$ cat config.mk
export PLATFORM = sky130hd
export DESIGN_NAME = frac_scl_divider
export DESIGN_NICKNAME = d
export VERILOG_FILES = /design/src/rtl/fdiv_pkg.sv /design/src/rtl/fdiv_cfg_bank.sv /design/src/rtl/fdiv_prescaler.sv /design/src/rtl/fdiv_accum.sv /design/src/rtl/frac_scl_divider.sv
export SDC_FILE = /design/constraint.sdc
export NUM_CORES = 1
export LEC_CHECK = 0
export BUFFER_PORTS_ARGS = -buffer_cell sky130_fd_sc_hd__buf_2
export CORE_ASPECT_RATIO = 0.9
export CORE_UTILIZATION = 54
export DETAILED_ROUTE_END_ITERATION = 8
export HOLD_SLACK_MARGIN = 0.15
export PLACE_DENSITY_LB_ADDON = 0.12
export SLEW_MARGIN = 20
export SYNTH_ARGS = -nofsm -noshare
export SYNTH_HDL_FRONTEND = slang
export SYNTH_HIERARCHICAL = 1
export SYNTH_SLANG_ARGS = --single-unit
$ cat constraint.sdc
create_clock -name clk -period 3.9 [get_ports clk]
set_input_delay 0.39 -clock clk [delete_from_list [all_inputs] [get_ports clk]]
set_output_delay 0.39 -clock clk [all_outputs]
set_load 0.05 [all_outputs]
$ cat src/rtl/fdiv_pkg.sv
package fdiv_pkg;
  localparam int CFG_W   = 32;
  localparam int INC_LSB = 16;
  localparam int MIN_DEC = 7;

  typedef enum logic {
    BANK_STD = 1'b0,
    BANK_HS  = 1'b1
  } bank_e;
endpackage

$ cat src/rtl/fdiv_cfg_bank.sv
module fdiv_cfg_bank
  import fdiv_pkg::*;
#(
  parameter int FIELD_W = 12,
  parameter int DIV_W   = 8
) (
  input  logic               clk,
  input  logic               rst,
  input  logic               run_en,
  input  logic               cfg_we,
  input  logic               cfg_sel,
  input  logic [CFG_W-1:0]   cfg_wdata,
  input  logic               div_we,
  input  logic [DIV_W-1:0]   div_wdata,
  input  logic               hs_q,
  output logic [FIELD_W-1:0] inc_use,
  output logic [FIELD_W-1:0] dec_use,
  output logic [DIV_W-1:0]   div_use,
  output logic               cfg_bad
);
  localparam int NBANK = 2;

  logic [FIELD_W-1:0] inc_r [NBANK];
  logic [FIELD_W-1:0] dec_r [NBANK];
  logic [DIV_W-1:0]   div_r;

  // configuration is writable only while stopped
  always_ff @(posedge clk) begin
    if (rst) begin
      for (int b = 0; b < NBANK; b++) begin
        inc_r[b] <= '0;
        dec_r[b] <= '0;
      end
    end else if (cfg_we && !run_en) begin
      for (int b = 0; b < NBANK; b++) begin
        if (cfg_sel == b[0]) begin
          inc_r[b] <= cfg_wdata[INC_LSB +: FIELD_W];
          dec_r[b] <= cfg_wdata[FIELD_W-1:0];
        end
      end
    end
  end

  always_ff @(posedge clk) begin
    if (rst)                    div_r <= DIV_W'(1);
    else if (div_we && !run_en) div_r <= div_wdata;
  end

  always_comb begin
    if (bank_e'(hs_q) == BANK_HS) begin
      inc_use = inc_r[1];
      dec_use = dec_r[1];
    end else begin
      inc_use = inc_r[0];
      dec_use = dec_r[0];
    end
  end

  assign div_use = div_r;
  assign cfg_bad = (dec_use < FIELD_W'(MIN_DEC)) || (inc_use == '0) || (inc_use > dec_use);

  // stored configuration cannot move while running
  p_cfg_frozen_r3: assert property (@(posedge clk) disable iff (rst)
    $past(run_en) |-> ($stable(inc_r[0]) && $stable(dec_r[0]) &&
                       $stable(inc_r[1]) && $stable(dec_r[1]) && $stable(div_r)));
endmodule

$ cat src/rtl/fdiv_prescaler.sv
module fdiv_prescaler #(
  parameter int DIV_W = 8
) (
  input  logic             clk,
  input  logic             rst,
  input  logic             active,
  input  logic             restart,
  input  logic [DIV_W-1:0] div_use,
  output logic             step
);
  logic [DIV_W-1:0] cnt;
  logic             wrap;

  assign wrap = (div_use != '0) && (cnt == div_use - DIV_W'(1));
  assign step = active && !restart && wrap;

  always_ff @(posedge clk) begin
    if (rst || !active || restart) cnt <= '0;
    else if (div_use != '0)        cnt <= wrap ? '0 : cnt + DIV_W'(1);
  end

  // phase counter stays inside the prescaler period
  p_cnt_in_period_r8: assert property (@(posedge clk) disable iff (rst)
    (div_use != '0) |-> (cnt < div_use));
endmodule

$ cat src/rtl/fdiv_accum.sv
module fdiv_accum #(
  parameter int FIELD_W = 12
) (
  input  logic               clk,
  input  logic               rst,
  input  logic               active,
  input  logic               restart,
  input  logic               step,
  input  logic               cfg_bad,
  input  logic [FIELD_W-1:0] inc_use,
  input  logic [FIELD_W-1:0] dec_use,
  output logic               tick
);
  logic [FIELD_W-1:0] acc;
  logic [FIELD_W:0]   sum;
  logic [FIELD_W:0]   rem;
  logic               hit;

  assign sum = {1'b0, acc} + {1'b0, inc_use};
  assign hit = (sum >= {1'b0, dec_use});
  assign rem = sum - {1'b0, dec_use};

  always_ff @(posedge clk) begin
    if (rst || !active || restart || cfg_bad) begin
      acc  <= '0;
      tick <= 1'b0;
    end else if (step) begin
      tick <= hit;
      acc  <= hit ? rem[FIELD_W-1:0] : sum[FIELD_W-1:0];
    end else begin
      tick <= 1'b0;
    end
  end

  // residue stays below the modulus of a valid setting
  p_acc_below_dec_r4: assert property (@(posedge clk) disable iff (rst)
    !cfg_bad |-> (acc < dec_use));
  // a tick always comes from a prescaler step
  p_tick_from_step_r4: assert property (@(posedge clk) disable iff (rst)
    tick |-> $past(step));
  // no tick follows an invalid setting
  p_quiet_when_bad_r7: assert property (@(posedge clk) disable iff (rst)
    tick |-> !$past(cfg_bad));
endmodule

$ cat src/rtl/frac_scl_divider.sv
module frac_scl_divider
  import fdiv_pkg::*;
#(
  parameter int FIELD_W = 12,
  parameter int DIV_W   = 8
) (
  input  logic             clk,
  input  logic             rst,
  input  logic             run_en,
  input  logic             hs_mode,
  input  logic             cfg_we,
  input  logic             cfg_sel,
  input  logic [CFG_W-1:0] cfg_wdata,
  input  logic             div_we,
  input  logic [DIV_W-1:0] div_wdata,
  output logic             scl_tick,
  output logic             cfg_err
);
  logic               run_q;
  logic               hs_q;
  logic               restart;
  logic               step;
  logic               bad;
  logic [FIELD_W-1:0] inc_use;
  logic [FIELD_W-1:0] dec_use;
  logic [DIV_W-1:0]   div_use;

  always_ff @(posedge clk) begin
    if (rst) begin
      run_q <= 1'b0;
      hs_q  <= 1'b0;
    end else begin
      run_q <= run_en;
      hs_q  <= hs_mode;
    end
  end

  assign restart = run_en && (!run_q || (hs_mode != hs_q));

  fdiv_cfg_bank #(.FIELD_W(FIELD_W), .DIV_W(DIV_W)) u_cfg (
    .clk(clk), .rst(rst), .run_en(run_en),
    .cfg_we(cfg_we), .cfg_sel(cfg_sel), .cfg_wdata(cfg_wdata),
    .div_we(div_we), .div_wdata(div_wdata), .hs_q(hs_q),
    .inc_use(inc_use), .dec_use(dec_use), .div_use(div_use), .cfg_bad(bad)
  );

  fdiv_prescaler #(.DIV_W(DIV_W)) u_pre (
    .clk(clk), .rst(rst), .active(run_en), .restart(restart),
    .div_use(div_use), .step(step)
  );

  fdiv_accum #(.FIELD_W(FIELD_W)) u_acc (
    .clk(clk), .rst(rst), .active(run_en), .restart(restart), .step(step),
    .cfg_bad(bad), .inc_use(inc_use), .dec_use(dec_use), .tick(scl_tick)
  );

  assign cfg_err = bad;

  // silent while stopped
  p_idle_quiet_r9: assert property (@(posedge clk) disable iff (rst)
    !run_q |-> !scl_tick);
  // restart edge never ticks
  p_restart_quiet_r5: assert property (@(posedge clk) disable iff (rst)
    $past(restart) |-> !scl_tick);
endmodule

==> metrics.md <==
| Metric | Value |
|---|---|
| Dominant synthesized flop cell | edfxtp_1 |
| # port buffers | 40 |
| Area delta synth->final | 20.3% |
| GRT Util Overall | 0.235 |
| # DRC | 0 |
| Cell Area, Synth | 0.00518 mm^2 |
| Critical Path Sink | u_acc/acc[0] |
| Row cnt | 33 |
| Detail Placement HPWL | 8660 um |
| Syn Inst Count | 505 |
| Largest net degree at the start of global routing | 25 |
| Cell variety after synth | 78 |
| Post-layout util | 0.677 |
| Count leader, synth | edfxtp_1 |
| Fin crit share | 0.975 |
| Syn_area_per_cell | 10.3 um^2 |
| DR pass1 iterations | 4 |
| Clock sinks | 79 |
| WL/cell | 16.9 um |
| P_leak | 2.58 nW |
| Final Critical Period | 3.80 ns |
| Initial antenna violation count | 0 |
| Detail Route Antenna Nets | 0 |
| Async S/R FF share, synth | 0 |
| Detailed Route WL | 11900 um |
| Core area | 0.00921 mm^2 |
| Maximum clock path buffer count | 2 |
| Chip width | 105 um |
| GRT Residual Overflow | 0 |
| H-tree levels | 3 |
| Kind of critical path | reg2reg |
| Total negative slack | 0 ns |
| Maximum vdd drop | 0.238 mV |
| Post-layout worst setup margin | 0.0975 ns |
| EDFF count, synth | 48 |
| Vias per std cell | 5.64 |
| Reg-to-Reg Start | hs_q |
| Fmax | 0.263 GHz |
| CTS tree | built |
| First-pass GRT wire length | 18100 um |
| Max_cap viols | 0 |
| Crit. End Element | flop |
| CP Launch Type | flop |
| CP arrival | 4.09 ns |
| RSZ-0062 raised after global routing | true |
| Ys Warns | 6 |
| R2R depth | 17 |
| Synthesized Nets | 592 |
| Gpl congestion | 0.832 |
| Post-synth top area cell | edfxtp_1 |
| Worst Clk Skew | 0.00855 ns |
| Final nets | 667 |
| Outcome | finished clean |
| Clock transition at path regs | 0.09 ns |
| Share of the synthesized area in the top cell type | 0.278 |
| Hold Fails Final Rpt | 0 |
| Ant. Diodes | 0 |
| Detailed Route Iter0 Violations | 150 |
| Die area | 0.00999 mm^2 |
| R2R Setup Slk | 0.1 ns |
| Critical path peak fanout | 8 |
| Vias | 3989 |
| Initial Util | 0.563 |
| Worst path required time | 4.19 ns |
| Sequential cell area fraction in the yosys report | 0.398 |
| CP startpoint | hs_q |
| Measured slew at the worst slew-check pin | 0.690 ns |
| Root buffer cell | clkbuf_8 |
| Tightest hold margin | 0.257 ns |
| Yosys reg bits | 79 |
| Share of layout cells above drive strength 1 | 0.297 |
| Top cells by area, synth | edfxtp_1, dfxtp_1, ha_1 |
| Num CTS Buffers | 9 |
| Cell Pwr Density | 375 mW/mm^2 |
| Final Max Slew Viols | 0 |
| Top-Level Pins | 49 |
| Slew margin rel. | 0.540 |
| Place WS | -0.0266 ns |
| Post-CTS Hold Fix Bufs | 0 |
| Chip Height | 94.9 um |
| Post-synth top cells | edfxtp_1, ha_1, inv_1 |
| Hold Crit Class | in2reg |
| Clock Latency Late Sink | 0.35 ns |
| Final Setup Violations | 0 |
| Vias in the first global route | 3756 |
| Critical R2R Capture | u_acc/acc[0] |
[layout make-up]
type                       count  area (um^2)
clock buffer                   9          124
clock inverter                 7         78.8
fill                         706         2980
inverter                      40          150
multi-input combinational    371         3150
sequential                    79         2060
tap                          122          153
timing repair buffer          79          517
[metal layers]
| metal | up-vias | track usage | part of all wire | wire length (um) |
|---|---|---|---|---|
| met5 | - | 0 | 0 | 0 |
| met4 | 0 | 0.0681 | 0.015 | 182 |
| met3 | 16 | 0.0373 | 0.036 | 427 |
| met2 | 88 | 0.389 | 0.48 | 5710 |
| met1 | 1905 | 0.322 | 0.47 | 5620 |
| li1 | 1980 | - | - | - |
[report_power, final]
group | internal [W] | switching [W]
Sequential | 0.000936 | 0.0000308
Clock | 0.000304 | 0.000337
Combinational | 0.000342 | 0.000384
Total | 0.00158 | 0.000752
[state kept, by name (all words and copies together), names as in the netlist]
name           cells
hs_q               1
run_q              1
u_cfg/div_use      8
u_acc/acc         12
u_cfg/inc_r       24
u_acc/tick         1
u_pre/cnt          8
u_cfg/dec_r       24
[worst min path at each step]
stage                      from          endpoint  cells after the start
3_5_place_dp   u_cfg/div_use[1]  u_cfg/div_use[1]                      2
5_1_grt            div_wdata[4]  u_cfg/div_use[4]                      3
4_1_cts            div_wdata[0]  u_cfg/div_use[0]                      3
2_1_floorplan     u_acc/acc[11]     u_acc/acc[11]                      2
3_3_place_gp   u_cfg/div_use[1]  u_cfg/div_use[1]                      2
6_report           div_wdata[0]  u_cfg/div_use[0]                      3
[cell families (layout without fill, tap and decap cells)]
logic type | after synthesis | in the layout | share of synthesized area
buffers and inverters | 55 | 135 | 0.0473
and+or+nand+nor | 162 | 162 | 0.181
AOI/OAI and AO/OA | 100 | 100 | 0.137
DFF | 79 | 79 | 0.398
xor gates and xnor gates | 37 | 37 | 0.0626
adders and majority gates | 40 | 40 | 0.0995
muxes | 32 | 32 | 0.0746
[critical path, cell delays in order (launching register included)]
cell and delay [ns]:
dfxtp_2 0.34, buf_12 0.14, buf_4 0.14, mux2_4 0.33
ha_1 0.31, a21oi_2 0.18, o22ai_2 0.12, o22a_1 0.24
a21o_1 0.18, a21oi_2 0.17, xnor2_2 0.14, ha_1 0.27
o21a_1 0.22, o21ai_2 0.16, a22oi_4 0.10, nor2_4 0.19
mux2_2 0.36, a21oi_1 0.13
[timing repair]
item                                    CTS  global route
resized for setup                        17            32
endpoints found under the setup margin    8            12
buffers inserted                          3            14
pin swaps                                 7            26
gates cloned                              0             0
[metrics by stage]
step,std cells,power [W],area (um^2)
5_1_grt,707,0.00245,6230
4_1_cts,693,0.00229,5970
3_5_place_dp,674,0.00161,5660
6_report,707,0.00233,6230
2_1_floorplan,505,0.00145,5230
3_3_place_gp,674,0.00159,5660
[placed cells by master, fill, tap and decap left out, types with 6 or more instances in the layout]
cell type,count
nand2_1,31
buf_4,35
o21ai_0,16
clkbuf_8,9
a21oi_1,24
xor2_1,7
edfxtp_1,48
a211oi_1,6
mux2_4,8
inv_1,34
ha_1,29
o21a_1,6
nor3_1,7
dfxtp_1,30
nand4_1,10
inv_2,6
buf_2,40
mux2i_1,10
nor2_1,21
xnor2_1,27
nand3_1,15
and2_1,25
(Power assumes the default switching activity.)
